### src/rtl/fracn_pkg.sv
// Package: shared defaults and the modulus-select type for the fractional-N divider.
// Assumes nothing beyond the parameters in the top module using the same defaults.
package fracn_pkg;
    // Default fractional modulus; the accumulator wraps at this value.
    localparam int FRAC_MOD_DEF = 223;
    // Smallest integer modulus the counter supports.
    localparam int P_MIN_DEF    = 4;

    // Which modulus the next division cycle uses.
    typedef enum logic {
        SEL_BASE  = 1'b0,
        SEL_PLUS1 = 1'b1
    } mod_sel_e;
endpackage

### src/rtl/fracn_clamp.sv
// Module: fracn_clamp
// Purpose: forces the requested P and Q into their legal ranges.
// Assumes: FRAC_MOD - 1 fits in Q_W bits and P_MIN fits in P_W bits.
module fracn_clamp #(
    parameter int P_W      = 10,
    parameter int Q_W      = 8,
    parameter int FRAC_MOD = 223,
    parameter int P_MIN    = 4
) (
    input  logic [P_W-1:0] p_raw,
    input  logic [Q_W-1:0] q_raw,
    output logic [P_W-1:0] p_eff,
    output logic [Q_W-1:0] q_eff
);
    localparam logic [Q_W-1:0] Q_LIMIT = Q_W'(FRAC_MOD);
    localparam logic [Q_W-1:0] Q_TOP   = Q_W'(FRAC_MOD - 1);
    localparam logic [P_W-1:0] P_FLOOR = P_W'(P_MIN);

    // Raise P to the minimum and cap Q just below the modulus.
    always_comb begin
        p_eff = (p_raw < P_FLOOR) ? P_FLOOR : p_raw;
        q_eff = (q_raw >= Q_LIMIT) ? Q_TOP : q_raw;
    end
endmodule

### src/rtl/fracn_accum.sv
// Module: fracn_accum
// Purpose: the phase accumulator that wraps at FRAC_MOD. It flags a carry when the
// running sum reaches the modulus and keeps only the excess.
// Assumes: q_val < FRAC_MOD, and step pulses once per division cycle.
module fracn_accum #(
    parameter int Q_W      = 8,
    parameter int FRAC_MOD = 223
) (
    input  logic                clk,
    input  logic                rst_n,
    input  logic                step,
    input  logic [Q_W-1:0]      q_val,
    output fracn_pkg::mod_sel_e sel,
    output logic [Q_W-1:0]      acc
);
    import fracn_pkg::*;

    localparam int SW = Q_W + 1;
    localparam logic [SW-1:0] MOD_W = SW'(FRAC_MOD);

    logic [SW-1:0]  sum;
    logic           carry;
    logic [Q_W-1:0] acc_nxt;

    // Candidate sum, the wrap decision and the value left after the wrap.
    always_comb begin
        sum     = {1'b0, acc} + {1'b0, q_val};
        carry   = (sum >= MOD_W);
        acc_nxt = carry ? Q_W'(sum - MOD_W) : sum[Q_W-1:0];
        sel     = carry ? SEL_PLUS1 : SEL_BASE;
    end

    // Update the accumulator once per cycle boundary; reset clears it.
    always_ff @(posedge clk) begin
        if (!rst_n) begin
            acc <= '0;
        end else if (step) begin
            acc <= acc_nxt;
        end
    end
endmodule

### src/rtl/fracn_count.sv
// Module: fracn_count
// Purpose: counts up through one division cycle of length mod_cur. It raises term on
// the last count and reloads at the boundary with the modulus for the next cycle.
// Assumes: mod_in >= 1. After reset, term is high, so the first edge is a boundary.
module fracn_count #(
    parameter int P_W = 10
) (
    input  logic         clk,
    input  logic         rst_n,
    input  logic         load,
    input  logic [P_W:0] mod_in,
    output logic         term,
    output logic [P_W:0] mod_cur
);
    localparam int MW = P_W + 1;

    logic [MW-1:0] cnt;
    logic [MW-1:0] last_cnt;

    // Index of the final clock in the current cycle.
    always_comb begin
        last_cnt = mod_cur - MW'(1);
        term     = (cnt == last_cnt);
    end

    // Count through the cycle; latch the new modulus at each boundary.
    always_ff @(posedge clk) begin
        if (!rst_n) begin
            cnt     <= '0;
            mod_cur <= MW'(1);
        end else if (load) begin
            cnt     <= '0;
            mod_cur <= mod_in;
        end else begin
            cnt     <= cnt + MW'(1);
        end
    end
endmodule

### src/rtl/fracn_divider.sv
// Module: fracn_divider (top)
// Purpose: a fractional-N divider. Its average ratio is div_int + div_frac/FRAC_MOD.
// Every cycle lasts either P or P+1 input clocks, as the wrapping accumulator picks.
// ref_pulse marks the last clock of each cycle.
// Assumes: settings may change at any time. They are sampled only on the boundary edge.
module fracn_divider #(
    parameter int P_W      = 10,
    parameter int Q_W      = 8,
    parameter int FRAC_MOD = fracn_pkg::FRAC_MOD_DEF,
    parameter int P_MIN    = fracn_pkg::P_MIN_DEF
) (
    input  logic           clk,
    input  logic           rst_n,
    input  logic [P_W-1:0] div_int,
    input  logic [Q_W-1:0] div_frac,
    output logic           ref_pulse
);
    import fracn_pkg::*;

    localparam int MW = P_W + 1;

    logic [P_W-1:0] p_eff;
    logic [Q_W-1:0] q_eff;
    mod_sel_e       sel;
    logic [Q_W-1:0] acc_val;
    logic           boundary;
    logic [MW-1:0]  mod_next;
    logic [MW-1:0]  mod_cur;
    logic           primed;

    fracn_clamp #(
        .P_W(P_W), .Q_W(Q_W), .FRAC_MOD(FRAC_MOD), .P_MIN(P_MIN)
    ) u_clamp (
        .p_raw(div_int),
        .q_raw(div_frac),
        .p_eff(p_eff),
        .q_eff(q_eff)
    );

    fracn_accum #(
        .Q_W(Q_W), .FRAC_MOD(FRAC_MOD)
    ) u_accum (
        .clk(clk),
        .rst_n(rst_n),
        .step(boundary),
        .q_val(q_eff),
        .sel(sel),
        .acc(acc_val)
    );

    // Modulus for the cycle about to start: P, plus one when the accumulator wraps.
    always_comb begin
        mod_next = {1'b0, p_eff} + ((sel == SEL_PLUS1) ? MW'(1) : MW'(0));
    end

    fracn_count #(
        .P_W(P_W)
    ) u_count (
        .clk(clk),
        .rst_n(rst_n),
        .load(boundary),
        .mod_in(mod_next),
        .term(boundary),
        .mod_cur(mod_cur)
    );

    // Block the pulse on the start-up boundary that comes right after reset.
    always_ff @(posedge clk) begin
        if (!rst_n) begin
            primed <= 1'b0;
        end else begin
            primed <= 1'b1;
        end
    end

    // One pulse on the final clock of every real division cycle.
    always_comb begin
        ref_pulse = boundary & primed;
    end
endmodule

### config.mk
export PLATFORM = sky130hd
export DESIGN_NAME = fracn_divider
export DESIGN_NICKNAME = d
export VERILOG_FILES = /design/src/rtl/fracn_pkg.sv /design/src/rtl/fracn_clamp.sv /design/src/rtl/fracn_accum.sv /design/src/rtl/fracn_count.sv /design/src/rtl/fracn_divider.sv
export SDC_FILE = /design/constraint.sdc
export NUM_CORES = 1
export LEC_CHECK = 0
export BUFFER_PORTS_ARGS = -buffer_cell sky130_fd_sc_hd__buf_2
export CORE_MARGIN = 1
export CORE_UTILIZATION = 54
export DETAILED_ROUTE_END_ITERATION = 10
export PLACE_DENSITY = 0.78
export SETUP_SLACK_MARGIN = 0.15
export SYNTH_ARGS = -nofsm -noshare
export SYNTH_HDL_FRONTEND = slang
export SYNTH_SLANG_ARGS = --single-unit
### constraint.sdc
create_clock -name clk -period 3.85 [get_ports clk]
set_input_delay 0.1925 -clock clk [delete_from_list [all_inputs] [get_ports clk]]
set_output_delay 0.1925 -clock clk [all_outputs]
set_load 0.02 [all_outputs]
### Word level (Yosys, flattened, before mapping)

Index checks and enable logic that the tools add are counted.

* flip-flop bits (word level): 31
* bits in latches: 0
* RAM bits: 0
* bits in read-only memories: 0
* input bits: 20
* output and inout port bits: 1
* logic and storage cells: 22
* memories: 0

* $add $sub $neg: 5
* multiply operators: 0
* divide/modulo/power cells: 0
* magnitude comparators: 3
* equality and inequality tests: 1
* shifts and indexed selects: 0
* multiplexer cells: 6
* bitwise operators: 2
* reduce and logical (&&, ||, !) cells: 1

Operators by type and width (number)
* 8-bit two-way mux: 2
* 10-bit by 1-bit adder with 11-bit output: 1
* 11-bit by 1-bit adder with 11-bit output, second input constant: 1
* 11-bit equality test: 1
* 11-bit by 1-bit subtractor with 11-bit output, second input constant: 1
* 10-bit by 3-bit < comparator with 1-bit output, second input constant: 1
* 10-bit two-way mux: 1
* 8-bit by 8-bit adder with 9-bit output: 1
* 9-bit by 8-bit >= comparator with 1-bit output, second input constant: 1
* 8-bit >= comparator, second input constant: 1
* 8-bit subtractor, second input constant: 1
* 1-bit two-way mux: 3
* 2-bit OR reduction: 1
* 1-bit AND: 1
* 1-bit NOT: 1

### Depth between registers and ports, before layout

Gate-level depths: netlist of run 1.

* depth in word-level cells: 7
* gate-level depth with buffers: 22
* depth with buffers taken out: 22

### Hierarchy

From an unflattened synthesis of run 1, not the netlist that was laid out.

* cells, all modules: 312
* area total of the unflattened synthesis: 2646.3 µm²

Modules (own cells, without submodules)
* fracn_count: times used 1, cells each 146, area an instance 1298.7 µm², sequential area each 440.4 µm²
* fracn_accum: times used 1, cells each 118, area an instance 998.5 µm², sequential area each 160.2 µm²
* fracn_divider: times used 1, cells each 23, area an instance 193.9 µm², sequential area each 20.0 µm²
* fracn_clamp: times used 1, cells each 25, area an instance 155.1 µm², sequential area each 0.0 µm²

### Worst setup path before layout of run 1

Ideal clock, no wire load.

* path type: input to register
* start point: input port div_frac[3]
* end point: register u_count.mod_cur[8]
* setup time: 0.116 ns
* arrival time: 3.740 ns
* required time: 3.734 ns
* setup slack: -0.007 ns
* stages on the path: 21
* path buffers: 0
* path through: and3_1 a31oi_1 nor2_1 nor2b_1 ha_1 inv_1 fa_1 nand3b_1 a21oi_1 nor4bb_4 a311o_2 a41oi_4 inv_4 ha_1 ha_1 nand3_1 nor2_1 and3_1 xnor2_1 nand2_1 o211a_1

* word-level cells in the longest chain between the ends: 7

Ends and longest elaborated chain
* start: declaration: RTL line fracn_divider.sv:15 `input logic [Q_W-1:0] div_frac,`
* 8-bit >= comparator: RTL line fracn_clamp.sv:22 `q_eff = (q_raw >= Q_LIMIT) ? Q_TOP : q_raw;`
* 8-bit two-way mux (*): RTL line fracn_clamp.sv:22
* 8-bit by 8-bit adder with 9-bit output (*): RTL line fracn_accum.sv:27 `sum = {1'b0, acc} + {1'b0, q_val};`
* 9-bit by 8-bit >= comparator with 1-bit output (*): RTL line fracn_accum.sv:28 `carry = (sum >= MOD_W);`
* 1-bit two-way mux (*): RTL line fracn_accum.sv:30 `sel = carry ? SEL_PLUS1 : SEL_BASE;`
* 1-bit two-way mux (*): RTL line fracn_divider.sv:53 `mod_next = {1'b0, p_eff} + ((sel == SEL_PLUS1) ? MW'(1) : MW'(0));`
* 10-bit by 1-bit adder with 11-bit output (*): RTL line fracn_divider.sv:53
* end signal: assignment: RTL line fracn_count.sv:33 `mod_cur <= mod_in;`
* end: declaration: RTL line fracn_count.sv:13 `output logic [P_W:0] mod_cur`

Mark *: on every way between the ends. The rest lies on a longest branch, timed or not.
A chain may end at the register's enable or synchronous reset.

### Worst setup path in the final report of run 1

* start point: input port div_frac[4]
* end point: register u_count.mod_cur[8]

The elaborated chain is that of the path after synthesis.

==> results of run 1 <==
## cells in the mapped netlist, types with 2 or more instances
master	n	area, µm²
dfxtp_1	31	620.6
nor2_1	27	101.4
nand2_1	20	75.07
xnor2_1	19	166.4
o21ai_0	17	85.08
ha_1	14	175.2
xor2_1	14	122.6
inv_1	13	48.80
nand3_1	10	50.05
a21oi_1	9	45.04
a31oi_1	8	50.05
o211a_1	8	80.08
clkbuf_1	7	26.28
nand4_1	7	43.79
and3_1	6	37.54
nor2b_1	6	37.54
and2_1	4	25.02
nor3_1	4	20.02
nor4_1	4	25.02
or2_2	4	25.02
a211oi_1	3	22.52
a21boi_0	3	22.52
buf_2	3	15.01
mux2i_1	3	30.03
nand2b_1	3	18.77
nand3b_1	3	22.52
or3_1	3	18.77
a21o_1	2	15.01
and4_1	2	17.52
o21bai_1	2	15.01
or4_1	2	15.01
## report_power, final
| group | internal [mW] | leakage (nW) | switching, mW |
|---|---|---|---|
| Combinational | 0.714 | 0.886 | 0.857 |
| Sequential | 0.419 | 0.253 | 0.107 |
| Clock | 0.140 | 0.0470 | 0.116 |
## repair_timing
item                       CTS  global route
hold buffers                 0             0
setup endpoints to repair    0             5
setup buffers                0             8
gates resized for setup      0            27
## registers in the layout (all words and copies together) (netlist names)
signal / cells
u_count.cnt: 11
primed: 1
u_count.mod_cur: 11
u_accum.acc: 8
## layout by cell type, fill, tap and decap left out, types with 4 or more instances in the layout
master and count:
dfxtp_1 31, nor2_1 24, buf_4 23, nand2_1 20, buf_2 18, o21ai_0 17
xnor2_1 17, xor2_1 14, inv_1 12, ha_1 10, o211a_1 8, a21oi_1 7
nand3_1 7, nand4_1 7, a31oi_1 7, nor2b_1 6, clkbuf_8 6, nor4_1 4
and2_1 4, or2_2 4, nor3_1 4
## per-layer routing
layer	routed length, µm	up-vias	part of all wire	GRT usage
li1	-	1097	-	-
met1	2580	1004	0.49	0.3299
met2	2519	40	0.47	0.3601
met3	181	6	0.034	0.05167
met4	31	0	0.0058	0.05208
met5	0	-	0	0
## logic make-up (layout without fill, tap and decap cells)
group,count (synthesis),count (layout),share of synthesized area
xor+xnor,34,34,0.1302
flops,31,31,0.2647
simple gates,109,109,0.2572
compound gates,65,65,0.2076
mux,3,3,0.01281
buf+inv,25,65,0.04429
fa+ha+maj,15,15,0.08325
## worst max path at each step
stage / cells after the start / start / slack [ns] / to
finish: 22 / div_frac[4] / 0.19 / u_count.mod_cur[8]
global placement: 22 / div_frac[3] / 0.04 / u_count.mod_cur[9]
global route: 22 / div_frac[4] / -0.004 / u_count.mod_cur[9]
floorplan: 22 / div_frac[3] / 0.16 / u_count.mod_cur[8]
CTS: 22 / div_frac[3] / 0.25 / u_count.mod_cur[8]
detailed placement: 23 / div_frac[3] / -0.04 / u_count.mod_cur[8]
## worst reg2reg max path, cell delays in order (launching register included)
cell and delay, ns:
dfxtp_1 0.33, ha_2 0.19, inv_2 0.04, fa_2 0.37
nand3b_1 0.25, a311oi_1 0.38, nor4bb_4 0.28, a311o_2 0.18
a41oi_4 0.15, inv_4 0.11, ha_4 0.16, ha_4 0.14
nand3_2 0.08, nor2_2 0.14, and3_4 0.21, xnor2_2 0.11
nand2_1 0.07, o211a_1 0.15
## through the flow
step,hold WS [ns],instance area [µm²],setup WS (ns),TNS (ns),util
after floorplan,0.2202,2351,0.1632,0,-
after global placement,0.4619,2585,0.03873,0,0.6326
after detailed placement,0.4680,2585,-0.04072,-0.04163,0.6326
after CTS,0.2362,2673,0.2465,0,0.6540
after global routing,0.2618,2870,-0.004214,-0.004214,0.7024
final,0.2415,2870,0.1876,0,0.7024
## area by class of cell
class / instances / area [µm²]
fillers: 318 / 1216
clock buffers: 6 / 82.58
well taps: 50 / 62.56
multi-input cells: 226 / 1748
clock inverters: 1 / 5.005
flip-flops and latches: 31 / 620.6
repair buffers: 44 / 296.5
inverters: 14 / 55.05
==> flow_summary_export.csv, run 1 <==
group,metric,value,unit
hold_path,hp-class,"in -> reg",
setup_path,worstPathArrival,3.84,ns
floorplanning,fp.dieW,67.90,µm
global_route,grt_usage,0.2333,
synthesis,ys_ff_latch,31,
setup_path,worst-path-max-fanout,4,
routing,drc,0,
setup_path,endpoint_kind,"flip-flop",
layout,instances_no_fill,372,
setup_path,required,4.02,ns
routing,ant_nets,0,
floorplanning,dieArea,4610,µm²
floorplanning,ios,21,
synthesis,yosysWarnings,0,
routing,vias_per_cell,5.772,
synthesis,synthCells,282,
hold_path,hold_start,"rst_n",
synthesis,async_reset_ff_frac,0,
routing,routed_wl,5314,µm
routing,wl_per_cell,14.28,µm
clock_network,clk_latency,0.28,ns
clock_network,cts-root-buf,"clkbuf_8",
routing,drt_iter0_markers,164,
setup_path,crit_path_max_incr_delay,0.38,ns
setup_path,crit_buf_inv,3,
placed_design,io_buffers,20,
sta,setup_violations,0,
power_and_ir_drop,power,2.353,mW
floorplanning,rows,23,
clock_network,numCtsBuffers,5,
sta,slew_viol_final,0,
outcome,status,"finished clean",
setup_path,reg2reg_to,"u_count.mod_cur[8]",
routing,num_vias,2147,
routing,dr.pass1.iters,4,
power_and_ir_drop,peakVddDrop,496.0,µV
synthesis,yosys_most_used_dff,"dfxtp_1",
placed_design,dp_cells,357,
synthesis,yosysUniqueCellTypes,52,
clock_network,cts.reportedPaths.clkPinSlew,0.07,ns
run,cap_violations,0,
synthesis,synth_area_per_cell,8.315,µm²
floorplanning,core-area,4086,µm²
setup_path,crit_family,"simple AND/OR/NAND/NOR gates",
layout,area_delta_synth_final,22.41,%
power_and_ir_drop,power.density,819.8,nW/µm²
synthesis,synth_nets,317,
global_route,grt_pass1_wl,8107,µm
clock_network,clockBufferDepth,2,
global_route,grt_max_degree,28,
sta,fin_crit,3.662,ns
placed_design,dpl.hpwl,3685,µm
sta,fin_worst_skew,0.003848,ns
setup_path,slowest_stage,"a311oi_1",
placed_design,gp_congestion,0.8243,
floorplanning,die_h,67.90,µm
hold_path,hold_end,"primed",
setup_path,rr_startpoint,"u_accum.acc[0]",
sta,period_share,0.9513,
sta,hold_viol_final,0,
clock_network,cts_tree,"built",
setup_path,ff2ff_setup_slack,0.41,ns
clock_network,htreeDepth,2,
clock_network,clock-sinks,31,
synthesis,syn_area,2345,µm²
global_route,grt_remaining_overflow,0,
power_and_ir_drop,total_leakage_power,1.186,nW
setup_path,worstSetupPathType,"in -> reg",
sta,tightest_slew,0.5261,ns
floorplanning,initial_utilization,0.5738,
hold_path,whs_path_depth,1,
layout,num-nets-final,357,
setup_path,rr_worst_depth,17,
sta,timing.fmax,0.2730,GHz
synthesis,yosysSeqAreaShare,0.2647,
global_route,grt_pass1_vias,1825,
layout,diodes,0,
layout,drive_above_1_share,0.2671,
setup_path,worstSetupStartpointType,"primary input",
global_route,antenna_found_initial,0,
synthesis,synth_edf_count,0,
setup_path,crit_chain,"buf_6 -> and3_4 -> a31oi_4 -> nor2_2 -> nor2b_1 -> ha_2 -> inv_2 -> fa_2 -> nand3b_1 -> a311oi_1 -> nor4bb_4 -> a311o_2 -> a41oi_4 -> inv_4 -> ha_4 -> ha_4 -> nand3_2 -> nor2_2 -> and3_4 -> xnor2_2 -> nand2_1 -> o211a_1",
sta,slew_headroom,0.6484,
No activity file was read; power rests on OpenSTA's default activity.
==> run 2, diff against run 1 <==
--- a/config.mk
+++ b/config.mk
@@ -7,9 +7,9 @@
 export LEC_CHECK = 0
 export BUFFER_PORTS_ARGS = -buffer_cell sky130_fd_sc_hd__buf_2
 export CORE_MARGIN = 1
-export CORE_UTILIZATION = 54
+export CORE_UTILIZATION = 31
 export DETAILED_ROUTE_END_ITERATION = 10
-export PLACE_DENSITY = 0.78
+export PLACE_DENSITY = 0.51
 export SETUP_SLACK_MARGIN = 0.15
 export SYNTH_ARGS = -nofsm -noshare
 export SYNTH_HDL_FRONTEND = slang
==> flow_summary_export.csv, run 2 (synthesis results as in run 1) <==
group,metric,value,unit
outcome,status,"finished clean",
routing,drc,0,
power_and_ir_drop,total_leakage_power,1.166,nW
global_route,grt_pass1_vias,1874,
global_route,grt_pass1_wl,8887,µm
layout,drive_above_1_share,0.2406,
clock_network,htreeDepth,2,
clock_network,cts-root-buf,"clkbuf_8",
floorplanning,dieArea,7916,µm²
placed_design,dpl-instance-area,2669,µm²
sta,grt_setup_unrepaired,"false",
clock_network,clk_latency,0.28,ns
placed_design,gp_congestion,0.8132,
setup_path,required,4.02,ns
sta,hold_ws,0.2584,ns
layout,num-nets-final,355,
run,cap_violations,0,
sta,tightest_slew,0.5662,ns
sta,slew_viol_final,0,
placed_design,dpl.hpwl,4018,µm
clock_network,holdBufCountCts,0,
power_and_ir_drop,peakVddDrop,279.7,µV
clock_network,clockBufferDepth,2,
setup_path,worstSetupStartpointType,"primary input",
clock_network,cts_tree,"built",
routing,num_vias,2050,
layout,top_regs,"u_count.cnt x11, u_count.mod_cur x11, u_accum.acc x8",
setup_path,ff2ff_setup_slack,0.52,ns
routing,dr.pass1.iters,4,
hold_path,hp-class,"in -> reg",
sta,fin_crit,3.551,ns
sta,period_share,0.9224,
floorplanning,fp.dieW,88.97,µm
global_route,grt_usage,0.1446,
clock_network,cts.reportedPaths.clkPinSlew,0.06,ns
sta,fin_worst_skew,0.008023,ns
layout,final_cell_mix,"dfxtp_1, nor2_1, buf_4",
sta,timing.fmax,0.2816,GHz
layout,diodes,0,
placed_design,io_buffers,20,
setup_path,slowest_stage,"fa_2",
layout,fillCellCount,793,
floorplanning,initial_utilization,0.3216,
sta,hold_viol_final,0,
clock_network,numCtsBuffers,5,
global_route,grt_remaining_overflow,0,
global_route,grt_max_degree,26,
global_route,antenna_found_initial,0,
layout,area_delta_synth_final,21.18,%
clock_network,clock-sinks,31,
routing,vias_per_cell,4.893,
setup_path,worstSetupPathType,"in -> reg",
setup_path,worst-path-max-fanout,5,
floorplanning,die_h,88.97,µm
sta,slew_headroom,0.6217,
layout,design_area,2841,µm²
routing,ant_nets,0,
setup_path,crit_path_max_incr_delay,0.38,ns
routing,wl_per_cell,12.59,µm
power_and_ir_drop,power.density,808.2,nW/µm²
floorplanning,core-area,7292,µm²
setup_path,crit_chain,"buf_2 -> and3_1 -> a31oi_2 -> nor2_2 -> nor2b_1 -> ha_2 -> inv_1 -> fa_2 -> nand3b_1 -> a311oi_2 -> nor4bb_4 -> a311o_2 -> a41oi_4 -> inv_4 -> ha_4 -> ha_4 -> nand3_2 -> nor2_2 -> and3_4 -> xnor2_1 -> nand2_1 -> o211a_1",
setup_path,endpoint_kind,"flip-flop",
floorplanning,ios,21,
sta,setup_violations,0,
routing,drt_iter0_markers,75,
routing,routed_wl,5277,µm
floorplanning,rows,31,
layout,final_common_cell,"dfxtp_1",
setup_path,worstPathArrival,3.72,ns
run 2: cell types whose count changed in the layout (fill, tap and decap cells not counted), moves of 2 or more:
cell | previous run | this run
and3_1 | 3 | 5
buf_6 | 3 | 0
and3_4 | 3 | 1
xnor2_2 | 2 | 0
buf_2 | 18 | 20
xnor2_1 | 17 | 19
run 2: repair_timing:
| action | in CTS | in global routing |
|---|---|---|
| resized for setup | 0 | 14 |
| endpoints found under the setup margin | 0 | 8 |
| buffers inserted | 0 | 3 |
run 2: final cells by class:
class,count,area [µm²],share of cell area
clock buffers,6,82.58,0.02906
multi-input cells,226,1689,0.5945
flip-flops and latches,31,620.6,0.2184
clock inverters,1,5.005,0.001761
repair buffers,42,265.3,0.09335
inverters,14,55.05,0.01937
well taps,99,123.9,0.04359
run 2: path summary, 6_finish.rpt:
check                  from                 end  cells after the start
min reg2reg  u_count.cnt[0]      u_count.cnt[0]                      1
max             div_frac[3]  u_count.mod_cur[8]                     22
max reg2reg  u_accum.acc[0]  u_count.mod_cur[8]                     17
min                   rst_n              primed                      1
run 2: routing by layer:
metal | global-route usage | vias up | part of all wire
li1 | - | 1084 | -
met1 | 0.2181 | 943 | 0.55
met2 | 0.2035 | 19 | 0.41
met3 | 0.03416 | 4 | 0.025
met4 | 0.04040 | 0 | 0.010
met5 | 0 | - | 0
run 2: where the power goes:
| group | total, mW | internal, mW | switching (mW) | leakage [nW] |
|---|---|---|---|---|
| logic | 1.51 | 0.684 | 0.825 | 0.866 |
| clock network | 0.262 | 0.140 | 0.122 | 0.0470 |
| registers | 0.525 | 0.418 | 0.107 | 0.253 |
| total | 2.30 | 1.24 | 1.05 | 1.17 |
run 2: critical path: cells and delay by family:
kind	cells	cell delay (ns)
AND/OR/NAND/NOR	9	1.40
AO/OA/AOI/OAI	5	0.91
adder cells (fa/ha/maj)	4	0.86
buffers and inverters	3	0.24
XOR/XNOR	1	0.11
run 2: per-stage QoR:
| stage | power [mW] | util | setup TNS, ns | setup slack (ns) | cells |
|---|---|---|---|---|---|
| after floorplan | 1.617 | - | 0 | 0.1632 | 282 |
| after global placement | 1.987 | 0.3660 | 0 | 0.04961 | 409 |
| after detailed placement | 1.993 | 0.3660 | -0.1086 | -0.05243 | 409 |
| after CTS | 2.264 | 0.3780 | 0 | 0.2291 | 416 |
| after global routing | 2.528 | 0.3897 | 0 | 0.08329 | 419 |
| final | 2.296 | 0.3897 | 0 | 0.2986 | 419 |
==> run 3, diff against run 2 <==
--- a/config.mk
+++ b/config.mk
@@ -9,7 +9,6 @@
 export CORE_MARGIN = 1
 export CORE_UTILIZATION = 31
 export DETAILED_ROUTE_END_ITERATION = 10
-export PLACE_DENSITY = 0.51
 export SETUP_SLACK_MARGIN = 0.15
 export SYNTH_ARGS = -nofsm -noshare
 export SYNTH_HDL_FRONTEND = slang
==> flow_summary_export.csv, run 3 (synthesis results as in run 1) <==
group,metric,value,unit
layout,area_delta_synth_final,22.04,%
clock_network,clk_latency,0.28,ns
sta,tightest_slew,0.5252,ns
placed_design,gp_congestion,0.9056,
power_and_ir_drop,power,2.310,mW
setup_path,rr_startpoint,"u_accum.acc[0]",
hold_path,hp-class,"in -> reg",
setup_path,slowest_stage,"fa_2",
layout,drive_above_1_share,0.2438,
layout,top_regs,"u_count.cnt x11, u_count.mod_cur x11, u_accum.acc x8",
power_and_ir_drop,total_leakage_power,1.173,nW
hold_path,whs_path_depth,1,
power_and_ir_drop,power.density,807.2,nW/µm²
placed_design,io_buffers,20,
floorplanning,rows,31,
setup_path,crit_chain,"buf_2 -> and3_1 -> a31oi_1 -> nor2_2 -> nor2b_1 -> ha_2 -> inv_1 -> fa_2 -> inv_1 -> ha_2 -> inv_1 -> nor2_1 -> a311o_2 -> a41oi_4 -> inv_4 -> ha_4 -> ha_4 -> nand3_2 -> nor2_2 -> and3_4 -> xnor2_2 -> nand2_1 -> o211a_1",
setup_path,ff2ff_setup_slack,0.55,ns
layout,diodes,0,
routing,vias_per_cell,5.026,
sta,slew_headroom,0.6491,
global_route,antenna_found_initial,0,
sta,fin_worst_skew,0.004156,ns
sta,setup_violations,0,
layout,final_cell_mix,"dfxtp_1, nor2_1, buf_4",
global_route,grt_usage,0.1397,
setup_path,reg2reg_to,"u_count.mod_cur[8]",
setup_path,path_common_cell,"inv_1",
outcome,status,"finished clean",
clock_network,cts.reportedPaths.clkPinSlew,0.07,ns
clock_network,cts_tree,"built",
clock_network,clock-sinks,31,
sta,period_share,0.9034,
floorplanning,fp.dieW,88.97,µm
setup_path,worst-path-max-fanout,5,
placed_design,dp_cells,408,
setup_path,crit_path_max_incr_delay,0.54,ns
floorplanning,initial_utilization,0.3216,
floorplanning,core-area,7292,µm²
setup_path,worstPathArrival,3.65,ns
routing,drt_iter0_markers,80,
clock_network,cts-root-buf,"clkbuf_8",
layout,fillCellCount,794,
setup_path,worstSetupPathType,"in -> reg",
sta,hold_viol_final,0,
routing,routed_wl,5210,µm
routing,dr.pass1.iters,5,
routing,num_vias,2106,
setup_path,required,4.02,ns
setup_path,rr_worst_depth,18,
sta,grt_setup_unrepaired,"false",
routing,ant_nets,0,
setup_path,endpoint_kind,"flip-flop",
hold_path,hold_end,"primed",
layout,num-nets-final,355,
placed_design,dpl.hpwl,3933,µm
global_route,grt_pass1_vias,1844,
layout,final_common_cell,"dfxtp_1",
floorplanning,dieArea,7916,µm²
hold_path,hold_start,"rst_n",
power_and_ir_drop,peakVddDrop,294.1,µV
layout,instances_no_fill,419,
setup_path,worstSetupStartpointType,"primary input",
global_route,grt_max_degree,26,
floorplanning,ios,21,
clock_network,clockBufferDepth,2,
routing,wl_per_cell,12.43,µm
global_route,grt_remaining_overflow,0,
floorplanning,die_h,88.97,µm
sta,timing.fmax,0.2875,GHz
clock_network,htreeDepth,2,
routing,drc,0,
clock_network,numCtsBuffers,5,
global_route,grt_pass1_wl,8666,µm
clock_network,holdBufCountCts,0,
sta,fin_crit,3.478,ns
run,cap_violations,0,
sta,slew_viol_final,0,
-- run 3: cell counts in the layout (fill, tap and decap cells not counted) --
No cell type changed its count.
-- run 3: power by group --
part	switching [mW]	internal, mW	leakage [nW]
Combinational	0.818	0.702	0.873
Clock	0.123	0.140	0.0470
Sequential	0.109	0.418	0.253
-- run 3: worst max-delay path: cells and delay by family --
kind            cells  cell delay (ns)
fa+ha+maj           5             1.25
compound gates      4             0.93
simple gates        8             0.79
buf+inv             5             0.33
xor+xnor            1             0.15
-- run 3: layout make-up --
class / count / area, µm² / area share
multi-input combinational: 226 / 1705 / 0.5960
sequential: 31 / 620.6 / 0.2169
timing repair buffer: 42 / 269.0 / 0.09401
tap: 99 / 123.9 / 0.04329
clock buffer: 6 / 82.58 / 0.02886
inverter: 14 / 55.05 / 0.01924
clock inverter: 1 / 5.005 / 0.001749
-- run 3: worst max path at each step --
stage | endpoint | slack (ns) | depth (start not counted) | startpoint
global route | u_count.mod_cur[8] | 0.12 | 22 | div_frac[3]
global placement | u_count.mod_cur[8] | 0.002 | 23 | div_frac[3]
CTS | u_count.mod_cur[8] | 0.21 | 23 | div_frac[3]
floorplan | u_count.mod_cur[8] | 0.16 | 22 | div_frac[3]
detailed placement | u_count.mod_cur[8] | -0.04 | 23 | div_frac[3]
finish | u_count.mod_cur[8] | 0.37 | 23 | div_frac[3]
-- run 3: what timing repair did --
| item | CTS | global route |
|---|---|---|
| setup buffers | 0 | 4 |
| gates resized for setup | 0 | 16 |
| endpoints found under the setup margin | 0 | 7 |
-- run 3: routing by layer --
metal  GRT usage  share of wire  up-vias
met1      0.2025           0.52      978
met2      0.2091           0.44       42
met3     0.03232          0.036        4
met5           0              0        -
li1            -              -     1082
met4     0.03463         0.0075        0
-- run 3: metrics by stage --
step	setup WS, ns	TNS [ns]	hold slack [ns]	utilization	area (µm²)
6_report	0.3721	0	0.2552	0.3924	2861
3_3_place_gp	0.001687	0	0.4571	0.3650	2661
4_1_cts	0.2133	0	0.2485	0.3770	2749
5_1_grt	0.1240	0	0.2772	0.3924	2861
2_1_floorplan	0.1632	0	0.2202	-	2351
3_5_place_dp	-0.04247	-0.04247	0.4688	0.3650	2661
